`config.mk`:
```
export PLATFORM = sky130hd
export DESIGN_NAME = mesh_router
export DESIGN_NICKNAME = d
export VERILOG_FILES = /design/src/rtl/router_pkg.sv /design/src/rtl/router_input_unit.sv /design/src/rtl/router_rr_arbiter.sv /design/src/rtl/mesh_router.sv
export SDC_FILE = /design/constraint.sdc
export NUM_CORES = 2
export LEC_CHECK = 0
export ABC_AREA = 1
export ABC_CLOCK_PERIOD_IN_PS = 9600
export BUFFER_PORTS_ARGS = -buffer_cell sky130_fd_sc_hd__buf_2
export CORE_AREA = 2 2 562 564
export DETAILED_ROUTE_END_ITERATION = 10
export DIE_AREA = 0 0 564 566
export HOLD_SLACK_MARGIN = 0.15
export PLACE_DENSITY_LB_ADDON = 0.12
export SLEW_MARGIN = 10
export SYNTH_ARGS = -nofsm -noshare
export SYNTH_HDL_FRONTEND = slang
export SYNTH_HIERARCHICAL = 1
export SYNTH_SLANG_ARGS = --single-unit
```
`constraint.sdc`:
```
create_clock -name clk -period 9.6 [get_ports clk]
set_input_delay 0.48 -clock clk [delete_from_list [all_inputs] [get_ports clk]]
set_output_delay 0.48 -clock clk [all_outputs]
set_load 0.02 [all_outputs]
```
`src/rtl/router_pkg.sv`:
```
package router_pkg;

    localparam int NPORTS = 5;

    typedef enum logic [2:0] {
        P_LOCAL = 3'd0,
        P_NORTH = 3'd1,
        P_SOUTH = 3'd2,
        P_EAST  = 3'd3,
        P_WEST  = 3'd4
    } port_e;

    // Dimension-ordered choice: X first, then Y, then eject.
    function automatic port_e xy_route(input logic [1:0] dst_x, input logic [1:0] dst_y,
                                       input logic [1:0] my_x,  input logic [1:0] my_y);
        if (dst_x > my_x) return P_EAST;
        if (dst_x < my_x) return P_WEST;
        if (dst_y > my_y) return P_NORTH;
        if (dst_y < my_y) return P_SOUTH;
        return P_LOCAL;
    endfunction

endpackage

```
`src/rtl/router_input_unit.sv`:
```
module router_input_unit
    import router_pkg::*;
#(
    parameter int         FLIT_W = 32,
    parameter int         DEPTH  = 16,
    parameter logic [1:0] MY_X   = 2'd1,
    parameter logic [1:0] MY_Y   = 2'd1
) (
    input  logic              clk,
    input  logic              rst_n,
    input  logic              cut_mode,
    input  logic              push_valid,
    input  logic [FLIT_W-1:0] push_data,
    input  logic              push_tail,
    output logic              push_ready,
    output logic [FLIT_W-1:0] head_data,
    output logic              head_tail,
    output logic              head_ok,
    output logic [NPORTS-1:0] req,
    input  logic              pop
);
    localparam int AW = (DEPTH > 1) ? $clog2(DEPTH) : 1;
    localparam int CW = $clog2(DEPTH + 1);

    typedef struct packed {
        logic [AW-1:0] wr;
        logic [AW-1:0] rd;
        logic [CW-1:0] cnt;
        logic [CW-1:0] tails;
        logic          in_pkt;
    } iu_s;

    iu_s st_q, st_d;
    logic [FLIT_W:0] mem_q [DEPTH];
    logic            push;
    logic            eligible;
    port_e           dir;

    assign push_ready = (st_q.cnt != CW'(DEPTH));
    assign push       = push_valid && push_ready;
    assign head_ok    = (st_q.cnt != '0);
    assign head_data  = mem_q[st_q.rd][FLIT_W-1:0];
    assign head_tail  = mem_q[st_q.rd][FLIT_W];

    always_comb begin
        st_d = st_q;
        if (push) st_d.wr = (st_q.wr == AW'(DEPTH - 1)) ? '0 : st_q.wr + 1'b1;
        if (pop)  st_d.rd = (st_q.rd == AW'(DEPTH - 1)) ? '0 : st_q.rd + 1'b1;
        st_d.cnt   = st_q.cnt + CW'(push) - CW'(pop);
        st_d.tails = st_q.tails + CW'(push && push_tail) - CW'(pop && head_tail);
        if (pop) st_d.in_pkt = !head_tail;

        dir      = xy_route(head_data[1:0], head_data[3:2], MY_X, MY_Y);
        eligible = head_ok && !st_q.in_pkt && (cut_mode || st_q.tails != '0);
        req      = '0;
        if (eligible) req[dir] = 1'b1;
    end

    always_ff @(posedge clk) begin
        if (!rst_n) st_q <= '0;
        else        st_q <= st_d;
    end

    always_ff @(posedge clk) begin
        if (push) mem_q[st_q.wr] <= {push_tail, push_data};
    end
endmodule

```
`src/rtl/router_rr_arbiter.sv`:
```
module router_rr_arbiter #(
    parameter int N = 5
) (
    input  logic         clk,
    input  logic         rst_n,
    input  logic [N-1:0] req,
    input  logic         xfer,
    input  logic         xfer_tail,
    output logic [N-1:0] gnt
);
    localparam int IW = (N > 1) ? $clog2(N) : 1;

    typedef struct packed {
        logic          locked;
        logic [IW-1:0] owner;
        logic [IW-1:0] ptr;
    } arb_s;

    arb_s          st_q, st_d;
    logic          found;
    logic [IW-1:0] pick;
    int            idx;

    always_comb begin
        st_d  = st_q;
        found = 1'b0;
        pick  = '0;
        idx   = 0;
        for (int i = 0; i < N; i++) begin
            idx = (int'(st_q.ptr) + i) % N;
            if (!found && req[idx]) begin
                found = 1'b1;
                pick  = IW'(idx);
            end
        end

        gnt = '0;
        if (st_q.locked)  gnt[st_q.owner] = 1'b1;
        else if (found)   gnt[pick]       = 1'b1;

        if (!st_q.locked && found) begin
            st_d.locked = 1'b1;
            st_d.owner  = pick;
            st_d.ptr    = (pick == IW'(N - 1)) ? '0 : pick + 1'b1;
        end
        if (xfer && xfer_tail) st_d.locked = 1'b0;
    end

    always_ff @(posedge clk) begin
        if (!rst_n) st_q <= '0;
        else        st_q <= st_d;
    end
endmodule

```
`src/rtl/mesh_router.sv`:
```
module mesh_router
    import router_pkg::*;
#(
    parameter int         FLIT_W    = 32,
    parameter int         BUF_DEPTH = 16,
    parameter logic [1:0] MY_X      = 2'd1,
    parameter logic [1:0] MY_Y      = 2'd1
) (
    input  logic                     clk,
    input  logic                     rst_n,
    input  logic                     cut_mode,
    input  logic [NPORTS-1:0]        in_valid,
    input  logic [NPORTS*FLIT_W-1:0] in_data,
    input  logic [NPORTS-1:0]        in_tail,
    output logic [NPORTS-1:0]        in_ready,
    output logic [NPORTS-1:0]        out_valid,
    output logic [NPORTS*FLIT_W-1:0] out_data,
    output logic [NPORTS-1:0]        out_tail,
    input  logic [NPORTS-1:0]        out_ready
);
    logic [NPORTS-1:0]             ok_v, ht_v, pop_v;
    logic [NPORTS-1:0][FLIT_W-1:0] hd_v;
    logic [NPORTS-1:0][NPORTS-1:0] req_by_in;
    logic [NPORTS-1:0][NPORTS-1:0] req_by_out;
    logic [NPORTS-1:0][NPORTS-1:0] gnt;
    logic [NPORTS-1:0][FLIT_W-1:0] od_v;

    for (genvar i = 0; i < NPORTS; i++) begin : g_in
        router_input_unit #(
            .FLIT_W(FLIT_W), .DEPTH(BUF_DEPTH), .MY_X(MY_X), .MY_Y(MY_Y)
        ) u_iu (
            .clk       (clk),
            .rst_n     (rst_n),
            .cut_mode  (cut_mode),
            .push_valid(in_valid[i]),
            .push_data (in_data[i*FLIT_W +: FLIT_W]),
            .push_tail (in_tail[i]),
            .push_ready(in_ready[i]),
            .head_data (hd_v[i]),
            .head_tail (ht_v[i]),
            .head_ok   (ok_v[i]),
            .req       (req_by_in[i]),
            .pop       (pop_v[i])
        );
    end

    for (genvar o = 0; o < NPORTS; o++) begin : g_out
        router_rr_arbiter #(.N(NPORTS)) u_arb (
            .clk      (clk),
            .rst_n    (rst_n),
            .req      (req_by_out[o]),
            .xfer     (out_valid[o] && out_ready[o]),
            .xfer_tail(out_tail[o]),
            .gnt      (gnt[o])
        );
        assign out_data[o*FLIT_W +: FLIT_W] = od_v[o];
    end

    always_comb begin
        for (int o = 0; o < NPORTS; o++) begin
            for (int i = 0; i < NPORTS; i++) req_by_out[o][i] = req_by_in[i][o];
        end
        for (int o = 0; o < NPORTS; o++) begin
            out_valid[o] = 1'b0;
            out_tail[o]  = 1'b0;
            od_v[o]      = '0;
            for (int i = 0; i < NPORTS; i++) begin
                if (gnt[o][i]) begin
                    out_valid[o] = out_valid[o] | ok_v[i];
                    out_tail[o]  = out_tail[o]  | ht_v[i];
                    od_v[o]      = od_v[o]      | hd_v[i];
                end
            end
        end
        for (int i = 0; i < NPORTS; i++) begin
            pop_v[i] = 1'b0;
            for (int o = 0; o < NPORTS; o++) begin
                if (gnt[o][i] && out_ready[o] && ok_v[i]) pop_v[i] = 1'b1;
            end
        end
    end
endmodule

```
==> flow_metrics.env <==
export IMPL_avgSynthCellArea_um2=11.2
export IMPL_cp_slowest_cell="dfxtp_1"
export IMPL_die_width_um=564
export IMPL_yosys_area_top_type="edfxtp_1"
export IMPL_timing_rr_start="g_out[4].u_arb/st_q[0]"
export IMPL_path_max_fanout=35
export IMPL_reg2reg_depth=44
export IMPL_rows=206
export IMPL_tightest_slew_ns=1.13
export IMPL_r2r_setup_slack_ns=1.49
export IMPL_min_period_over_period_pct=84.5
export IMPL_die_h_um=566
export IMPL_slew_violations=0
export IMPL_layout_drive_gt1_share_pct=12.0
export IMPL_core_area_um2=313000
export IMPL_drt_first_iter_violations=8445
export IMPL_clk_pin_slew_ns=0.06
export IMPL_wl_per_cell_um=26.8
export IMPL_yosys_cell_types_count=60
export IMPL_final_hold_viol_count=0
export IMPL_cts_buffers=313
export IMPL_grt_pass1_vias=85065
export IMPL_placed_area_um2=130000
export IMPL_ctsHtreeMaxLevel=5
export IMPL_clock_sinks=2790
export IMPL_async_flop_share_pct=0
export IMPL_critical_path_max_stage_delay_ns=0.76
export IMPL_yosysMostFrequentCell="edfxtp_1"
export IMPL_outcome="completed"
export IMPL_ys_ff_latch=2790
export IMPL_synth_ff_type="edfxtp_1"
export IMPL_io_buffer_count=352
export IMPL_rsz0062_at_grt="false"
export IMPL_cts_hold_buf=173
export IMPL_ys_top_cells_by_count="edfxtp_1, nand2_1, nor2_1"
export IMPL_grt_max_degree=226
export IMPL_worstHoldPathType="input port to register"
export IMPL_dr_pass1_iters=6
export IMPL_drt_wl_total_mm=427
export IMPL_seq_area_frac_synth_pct=65.8
export IMPL_crit_top_cell="inv_1"
export IMPL_clockRootBuffer="clkbuf_16"
export IMPL_grt_pass1_wl_mm=608
export IMPL_ctsResizeCount=0
export IMPL_r2r_end="g_in[1].u_iu/st_q[5]"
export IMPL_relSlewSlack_pct=24.8
export IMPL_yosys_top_cells_area="edfxtp_1, nand2_1, o21ai_0"
export IMPL_holdWs_ns=0.237
export IMPL_critPathArrivalTime_ns=8.91
export IMPL_yosysTopAreaCellShare_pct=63.4
export IMPL_cap_viol_max_count=0
export IMPL_drc=0
export IMPL_netlist_area_um2=125000
export IMPL_period_needed_ns=8.11
export IMPL_antenna_found_initial=41
export IMPL_worstSetupEndpointType="register"
export IMPL_tns_ns=0
export IMPL_synth_edff_count=2640
export IMPL_clk_insertion_delay_late_ns=0.92
export IMPL_io_pins=353
export IMPL_syn_to_final_growth_pct=13.5
export IMPL_worst_ep_required_time_ns=10.40
export IMPL_gp_congestion=0.912
export IMPL_yosysWarnings=6
export IMPL_synthesis_instances=11169
export IMPL_routed_via_density=5.58
export IMPL_ant_nets=0
export IMPL_grt_overflow_total=0
export IMPL_fin_nets=11900
export IMPL_dieArea_um2=319000
export IMPL_cts_tree="done"
export IMPL_track_usage_pct=26.1
export IMPL_start_util_pct=39.9
export IMPL_crit_type="register to register"
export IMPL_finClkSkew_ns=0.0540
export IMPL_setup_viol=0
export IMPL_worstHoldStart="in_valid[0]"
export IMPL_min_to="g_in[0].u_iu/st_q[16]"
export IMPL_fin_area_um2=142000
export IMPL_vias=89073
export IMPL_hold_depth=3
export IMPL_fmax_mhz=123
export IMPL_cp_start_kind="register"
export IMPL_post_cts_buffers=0
export IMPL_synth_fp_nets=11541
export IMPL_dp_hpwl_mm=255
export IMPL_cts_path_max_buffers=4
-- worst max-delay path, delay by kind of cell, from the launching register on --
family                     cells  cell delay (ns)
and+or+nand+nor               22             2.84
AOI/OAI and AO/OA              5             0.88
xor gates and xnor gates       1             0.29
buffers and inverters         10             1.58
adders and majority gates      6             1.66
DFF                            1             0.76
-- sequential cells by signal, indices dropped and copies added (netlist names), named ones only --
name              flops
g_in.u_iu/st_q       95
g_out.u_arb/st_q     35
g_in.u_iu/mem_q    2640
-- cell usage in the layout (no fill, tap or decap), types with 19 or more instances in the layout --
master and instances:
a21oi_1 153, buf_2 351, buf_4 170, clkbuf_1 77, clkbuf_16 318, clkinv_1 80
clkinv_2 58, dfxtp_1 130, diode_2 25, dlygate4sd3_1 173, edfxtp_1 2640, ha_1 183
inv_1 693, inv_2 43, nand2_1 1939, nand2_2 92, nand3_1 511, nand3_2 23
nand4_1 85, nand4_2 111, nor2_1 1456, nor2_2 19, nor2_4 79, nor3_1 23
o211ai_1 208, o21ai_0 1253, o21ai_1 110, o221ai_1 418, o22ai_1 143, xor2_1 26
-- final cells by class --
| cell class | instances | area, um^2 |
|---|---|---|
| sequential | 2790 | 82300 |
| clock inverter | 164 | 1380 |
| tap | 4160 | 5200 |
| multi-input combinational | 6966 | 36800 |
| clock buffer | 401 | 8330 |
| timing repair buffer | 696 | 4800 |
| fill | 28847 | 172000 |
| inverter | 761 | 2910 |
| antenna | 25 | 62.6 |
-- per-stage QoR --
stage                     cells  worst slack (ns)  utilization, %
after floorplan           11169              3.84               -
after global placement    15200              1.62            41.6
after detailed placement  15200              1.61            41.6
after CTS                 15938              1.51            45.2
after global routing      15943             0.728            45.2
final                     15963              1.49            45.3
-- logic make-up (layout without fill, tap and decap cells) --
kind of cell    after synthesis  count (layout)  synth area share (%)
compound gates             2355            2355                  11.5
xor+xnor                     35              35                 0.269
fa+ha+maj                   194             194                  2.01
buf+inv                    1413            2022                  5.26
flops                      2790            2790                  65.8
other cells                   0              25                     0
simple gates               4382            4382                  15.1
-- worst max path at each step --
stage,cells past startpoint,endpoint,start,slack [ns]
finish,44,g_in[1].u_iu/st_q[5],g_out[4].u_arb/st_q[0],1.49
global route,44,g_in[1].u_iu/st_q[5],g_out[4].u_arb/st_q[0],0.73
CTS,44,g_in[1].u_iu/st_q[5],g_out[4].u_arb/st_q[0],1.51
detailed placement,44,g_in[1].u_iu/st_q[5],g_out[4].u_arb/st_q[0],1.61
global placement,44,g_in[1].u_iu/st_q[5],g_out[4].u_arb/st_q[0],1.62
floorplan,44,g_in[3].u_iu/st_q[5],g_out[4].u_arb/st_q[0],3.84
-- per-layer routing --
metal  part of all wire [%]  global-route usage, %  routed length (um)  up-vias
li1                       -                      -                   -    40655
met5                  0.050                      0                 213        -
met4                    6.3                   14.1               26800       34
met1                     41                   33.5              174000    44637
met2                     47                   42.7              203000     2934
met3                    5.5                   3.46               23500      813
Power is left out: the tool's default activity adds up to more than one toggle a clock period on the data nets, which glitch-free logic cannot reach.
